`src/rtl/hzc_pkg.sv`:
```
package hzc_pkg;
  typedef enum logic {
    PC_SEQ    = 1'b0,
    PC_TARGET = 1'b1
  } pc_src_e;

  localparam int unsigned REG_IDX_W = 5;
  localparam int unsigned INSTR_W   = 32;
endpackage

```
`src/rtl/hzc_load_use_detect.sv`:
```
module hzc_load_use_detect #(
  parameter int unsigned IDX_W = 5
) (
  input  logic             ld_pending,
  input  logic [IDX_W-1:0] ld_dst,
  input  logic [IDX_W-1:0] use_a,
  input  logic [IDX_W-1:0] use_b,
  output logic             hazard
);
  localparam int unsigned NUM_SRC = 2;

  logic [NUM_SRC-1:0][IDX_W-1:0] srcs;
  logic [NUM_SRC-1:0]            hit;
  logic                          dst_live;

  assign srcs[0]  = use_a;
  assign srcs[1]  = use_b;
  // Register 0 is hard-wired, so a load into it creates no dependency.
  assign dst_live = |ld_dst;

  for (genvar g = 0; g < NUM_SRC; g++) begin : g_cmp
    assign hit[g] = (srcs[g] == ld_dst);
  end

  assign hazard = ld_pending & dst_live & (|hit);
endmodule

```
`src/rtl/hzc_branch_resolve.sv`:
```
module hzc_branch_resolve (
  input  logic is_beq,
  input  logic zero_flag,
  output logic redirect
);
  // Fetch assumed fall-through; an equal-compare with zero set disproves it.
  assign redirect = is_beq & zero_flag;
endmodule

```
`src/rtl/hzc_fetch_nop_mux.sv`:
```
module hzc_fetch_nop_mux #(
  parameter int unsigned           W        = 32,
  parameter logic [W-1:0]          NOP_WORD = '0
) (
  input  logic         squash,
  input  logic [W-1:0] word_in,
  output logic [W-1:0] word_out
);
  assign word_out = squash ? NOP_WORD : word_in;
endmodule

```
`src/rtl/pipe_hazard_ctrl.sv`:
```
module pipe_hazard_ctrl
  import hzc_pkg::*;
#(
  parameter int unsigned IDX_W = REG_IDX_W,
  parameter int unsigned IW    = INSTR_W
) (
  input  logic          ex_mem_read,
  input  logic [IDX_W-1:0] ex_dst_reg,
  input  logic [IDX_W-1:0] dec_src_a,
  input  logic [IDX_W-1:0] dec_src_b,
  input  logic          ex_is_beq,
  input  logic          alu_zero,
  input  logic [IW-1:0] fetch_instr_in,
  output logic          pc_load_en,
  output logic          fetch_latch_en,
  output logic          issue_ctrl_clear,
  output logic          fetch_squash,
  output logic          pc_src_sel,
  output logic [IW-1:0] fetch_instr_out
);
  localparam logic [IW-1:0] NOP = '0;

  logic    load_use;
  logic    redirect;
  logic    freeze;
  pc_src_e pc_src;

  hzc_load_use_detect #(.IDX_W(IDX_W)) u_lu (
    .ld_pending (ex_mem_read),
    .ld_dst     (ex_dst_reg),
    .use_a      (dec_src_a),
    .use_b      (dec_src_b),
    .hazard     (load_use)
  );

  hzc_branch_resolve u_br (
    .is_beq    (ex_is_beq),
    .zero_flag (alu_zero),
    .redirect  (redirect)
  );

  hzc_fetch_nop_mux #(.W(IW), .NOP_WORD(NOP)) u_nop (
    .squash   (redirect),
    .word_in  (fetch_instr_in),
    .word_out (fetch_instr_out)
  );

  // Redirect outranks the load bubble: the dependent instruction is wrong-path.
  assign freeze           = load_use & ~redirect;
  assign pc_load_en       = ~freeze;
  assign fetch_latch_en   = ~freeze;
  assign issue_ctrl_clear = load_use | redirect;
  assign fetch_squash     = redirect;
  assign pc_src           = redirect ? PC_TARGET : PC_SEQ;
  assign pc_src_sel       = pc_src;

  always_comb begin
    // selecting the target is useless unless PC and latch both take it
    p_target_loads_pc_r4: assert (pc_src_sel == PC_SEQ || (pc_load_en && fetch_latch_en))
      else $error("target selected without PC/latch write");
    // PC and fetch latch freeze together, and a freeze always emits a bubble
    p_lockstep_freeze_r1: assert (pc_load_en == fetch_latch_en && (pc_load_en || issue_ctrl_clear))
      else $error("freeze inconsistent");
    // squashed fetch delivers the nop word
    p_squash_nop_r5: assert (!fetch_squash || fetch_instr_out == NOP)
      else $error("squash without nop");
    // register 0 destination never freezes
    p_zero_reg_r2: assert (ex_dst_reg != '0 || pc_load_en)
      else $error("stall on register 0");
    // no load in EX never freezes
    p_no_load_r3: assert (ex_mem_read || pc_load_en)
      else $error("stall without load");
    // a freeze never coexists with a squash
    p_flush_wins_r7: assert (!(fetch_squash && !pc_load_en))
      else $error("squash while frozen");
  end
endmodule

```
`config.mk`:
```
export PLATFORM = sky130hd
export DESIGN_NAME = pipe_hazard_ctrl
export DESIGN_NICKNAME = d
export VERILOG_FILES = /design/src/rtl/hzc_pkg.sv /design/src/rtl/hzc_load_use_detect.sv /design/src/rtl/hzc_branch_resolve.sv /design/src/rtl/hzc_fetch_nop_mux.sv /design/src/rtl/pipe_hazard_ctrl.sv
export SDC_FILE = /design/constraint.sdc
export NUM_CORES = 1
export LEC_CHECK = 0
export BUFFER_PORTS_ARGS = -buffer_cell sky130_fd_sc_hd__buf_4
export CAP_MARGIN = 10
export CORE_UTILIZATION = 26
export DETAILED_ROUTE_END_ITERATION = 16
export GPL_TIMING_DRIVEN = 0
export PLACE_DENSITY = 0.91
export SLEW_MARGIN = 0
export SYNTH_ARGS = -nofsm -noshare
export SYNTH_HDL_FRONTEND = slang
export SYNTH_HIERARCHICAL = 1
export SYNTH_SLANG_ARGS = --single-unit
```
`constraint.sdc`:
```
create_clock -name vclk -period 2.47
set_input_delay 0.3705 -clock vclk [all_inputs]
set_output_delay 0.3705 -clock vclk [all_outputs]
set_load 0.01 [all_outputs]
```
Word level (Yosys, flattened, before mapping):

Cells that the tools add are included.

* equality and inequality tests: 2
* muxes and demuxes: 2
* bitwise operators: 7
* reductions and logical operators: 2

Operators by type and width (number)
* $mux 32: 1
* $eq 5x5->1: 2
* $reduce_or 5->1: 1
* $and 1x1->1: 4
* $not 1->1: 2
* $reduce_or 2->1: 1
* $mux 1: 1
* $or 1x1->1: 1

* register bits: 0
* output and inout bits: 37
* word-level logic and storage cells: 13

Depth between registers and ports, before layout:

* word-level depth: 5
* gate-level depth with buffers: 6

Modules after synthesis:

The synthesis kept the hierarchy.

Modules (own cells, without submodules)
* hzc_fetch_nop_mux: instances 1, cells each 35, area each 222.7 um^2
* hzc_load_use_detect: instances 1, cells each 17, area each 125.1 um^2
* pipe_hazard_ctrl: instances 1, cells each 4, area each 27.5 um^2
* hzc_branch_resolve: instances 1, cells each 1, area each 6.3 um^2

Worst setup path before layout:

OpenSTA, ideal clock, no wires.

* path type: input-to-output
* from: input port ex_dst_reg[1]
* to: output port pc_load_en
* arrival time: 1.315 ns
* required time: 2.099 ns
* setup slack: 0.785 ns
* stages: 5
* path through: or4_1 > o21ai_1 > a21oi_1 > nand2b_1 > buf_4

* cells in the longest elaborated chain, start to end: 5

RTL lines
* start: declaration: RTL line pipe_hazard_ctrl.sv:8 `input logic [IDX_W-1:0] ex_dst_reg,`
* $eq 5x5->1 / $reduce_or 5->1 (equally long branches): RTL line hzc_load_use_detect.sv:22, hzc_load_use_detect.sv:19
* $reduce_or 2->1 / $and 1x1->1 (equally long branches): RTL line hzc_load_use_detect.sv:25 `assign hazard = ld_pending & dst_live & (|hit);`
* $and 1x1->1 (*): RTL line hzc_load_use_detect.sv:25
* via load_use: RTL line pipe_hazard_ctrl.sv:23 `logic load_use;`
* $and 1x1->1 (*): RTL line pipe_hazard_ctrl.sv:49 `assign freeze = load_use & ~redirect;`
* $not 1->1 (*)
* end: declaration: RTL line pipe_hazard_ctrl.sv:14 `output logic pc_load_en,`

Mark *: on every way through the listed nets, which the timed path passes. The rest lies on a longest branch.

Worst setup path after layout:

* from: input port ex_dst_reg[1]
* to: output port issue_ctrl_clear

* cells in the longest elaborated chain, start to end: 4

RTL lines
* $eq 5x5->1 / $reduce_or 5->1 (equally long branches): RTL line hzc_load_use_detect.sv:22, hzc_load_use_detect.sv:19
* $reduce_or 2->1 / $and 1x1->1 (equally long branches): RTL line hzc_load_use_detect.sv:25
* $and 1x1->1 (*): RTL line hzc_load_use_detect.sv:25
* via load_use: RTL line pipe_hazard_ctrl.sv:23
* $or 1x1->1 (*): RTL line pipe_hazard_ctrl.sv:52 `assign issue_ctrl_clear = load_use | redirect;`
* end: declaration: RTL line pipe_hazard_ctrl.sv:16 `output logic issue_ctrl_clear,`

Marked as above.

==> metrics.txt <==
status finished clean; Fin. Hold Viols 0; Seq/Total Area, Yosys 0; vias in the first global route 475; post-DP HPWL 1.608 mm; Die X-Extent 40.31 um; row count 13; die height 40.31 um; crit path from ex_dst_reg[1]; Post-CTS Resized 0; n_diodes 0; DR vias 681; Fillers 112; Syn Nets 107; Die Footprint 1625 sq um; initial antenna violation count 0; WP data arrival 1.58 ns; Mapped Area 381.6 sq um; synth unique cells 12; DR vias/cell 4.283; first-pass GRT wire length 1.966 mm; WL final 1.774 mm; drc violations 0; Avg Inst Size Synth 6.695 sq um; crit path cell chain buf_4, or4_1, o21ai_1, a21oi_1, or2_1, buf_4; Syn. warnings 6; Area Growth Syn to Fin 176.1%; startpoint types primary input; largest net degree at the start of global routing 11; starting density of the core 0.2861; worst vdd ir 96.75 uV; Setup Buffers After CTS 0; Clock Buffer Count 0; Max Cap Viol 0; Hold Crit Start fetch_instr_in[16]; hold buffers post-CTS 0; crit-path most repeated cell buf_4; Setup crit end kind output pin; core area 1334 sq um; Slowest-stage cell, CP or4_1; RSZ-0062 raised after global routing no; top post-synthesis cells by area nor2b_1 52%, xor2_1 14%, buf_4 9.8%; Buf+Inv Stages, Crit Path 2; fin crit period 1.946 ns; CP Class primary input to output pin; TNS Setup 0 ns; Worst slew margin 0.8270; Pwr per Cell Area 185.0 nW/um^2; top cell type's share of synthesized area 0.5246; sequential cell count 0; Hold Crit Class primary input to output pin; I/O Pins 87; CP max stage delay 0.51 ns; DR pass1 iterations 2; critical path fanouts, max 3; synthesized instance count 57; Final #Nets 196; final period utilization 0.7877; share of layout cells above drive strength 1 0.6389; Total Power 0.1949 mW; hold_ws 1.044 ns; FF/Latch Area 0 sq um; leading area contributor after synthesis nor2b_1; max-slew violations 0; Leakage 0.5741 nW; global-route usage over all layers 0.1716; ANT nets after route 0; Wirelength per Cell 11.16 um; Iter 0 DRT Violations 3; CP top delay family simple AND/OR/NAND/NOR gates; port bufs 87; placer congestion estimate 0.6429; area of the multi-input gates 344.1 sq um; Fmax 514.0 MHz; Worst EP required 2.10 ns; GRT overflow 0; worst-margin pin slew 0.2596 ns; final setup violation count 0
## worst min-delay path: stages
cell,delay [ns]
buf_4,0.07
nor2b_1,0.11
buf_4,0.12
## power by group
group          internal [mW]  switching, mW  total (mW)
clock network              0              0           0
registers                  0              0           0
logic                  0.124         0.0711       0.195
## path summary, 6_finish.rpt
kind	end	slack [ns]	depth (start not counted)
min	fetch_instr_out[16]	1.04	3
max	issue_ctrl_clear	0.52	6
## Yosys cell counts, drive strengths merged
cell,n
a21oi,1
and2,1
buf,5
nand2b,1
nand3,2
nor2b,32
nor3,2
o21ai,1
or2,1
or4,1
xnor2,4
xor2,6
## cell usage in the layout, fill, tap and decap left out
| cell type | Yosys | final |
|---|---|---|
| nand2b_1 | 1 | 1 |
| xor2_1 | 6 | 6 |
| nor3_1 | 2 | 2 |
| a21oi_1 | 1 | 1 |
| or2_1 | 1 | 1 |
| nor2b_1 | 32 | 32 |
| xnor2_1 | 4 | 4 |
| nand3_1 | 2 | 2 |
| o21ai_1 | 1 | 1 |
| or4_1 | 1 | 1 |
| buf_4 | 5 | 92 |
| and2_1 | 1 | 1 |
## layer usage
metal  part of all wire  GRT usage
met4                  0          0
met5                  0          0
met1               0.29     0.1494
met3               0.15    0.06111
met2               0.56     0.3790
## stage by stage
stage	worst slack (ns)	instance area, sq um	util	std cells
floorplan	0.7849	381.6	-	57
CTS	0.5468	1054	0.7899	159
global route	0.4480	1054	0.7899	159
detailed placement	0.5517	1054	0.7899	159
finish	0.5244	1054	0.7899	159
global placement	0.5391	1054	0.7899	159
## cell families (layout without fill, tap and decap cells)
group / Yosys count / count (layout) / share of synthesized area
buffers and inverters: 5 / 92 / 0.09837
AOI/OAI and AO/OA: 2 / 2 / 0.02620
xor gates and xnor gates: 10 / 10 / 0.2295
and+or+nand+nor: 40 / 40 / 0.6459
## layout make-up
| cell class | instances | area share |
|---|---|---|
| multi-input cells | 52 | 0.3266 |
| well taps | 15 | 0.01781 |
| repair buffers | 87 | 0.6200 |
| plain buffers | 5 | 0.03563 |
Note: power is estimated with default switching activity, not from simulation.
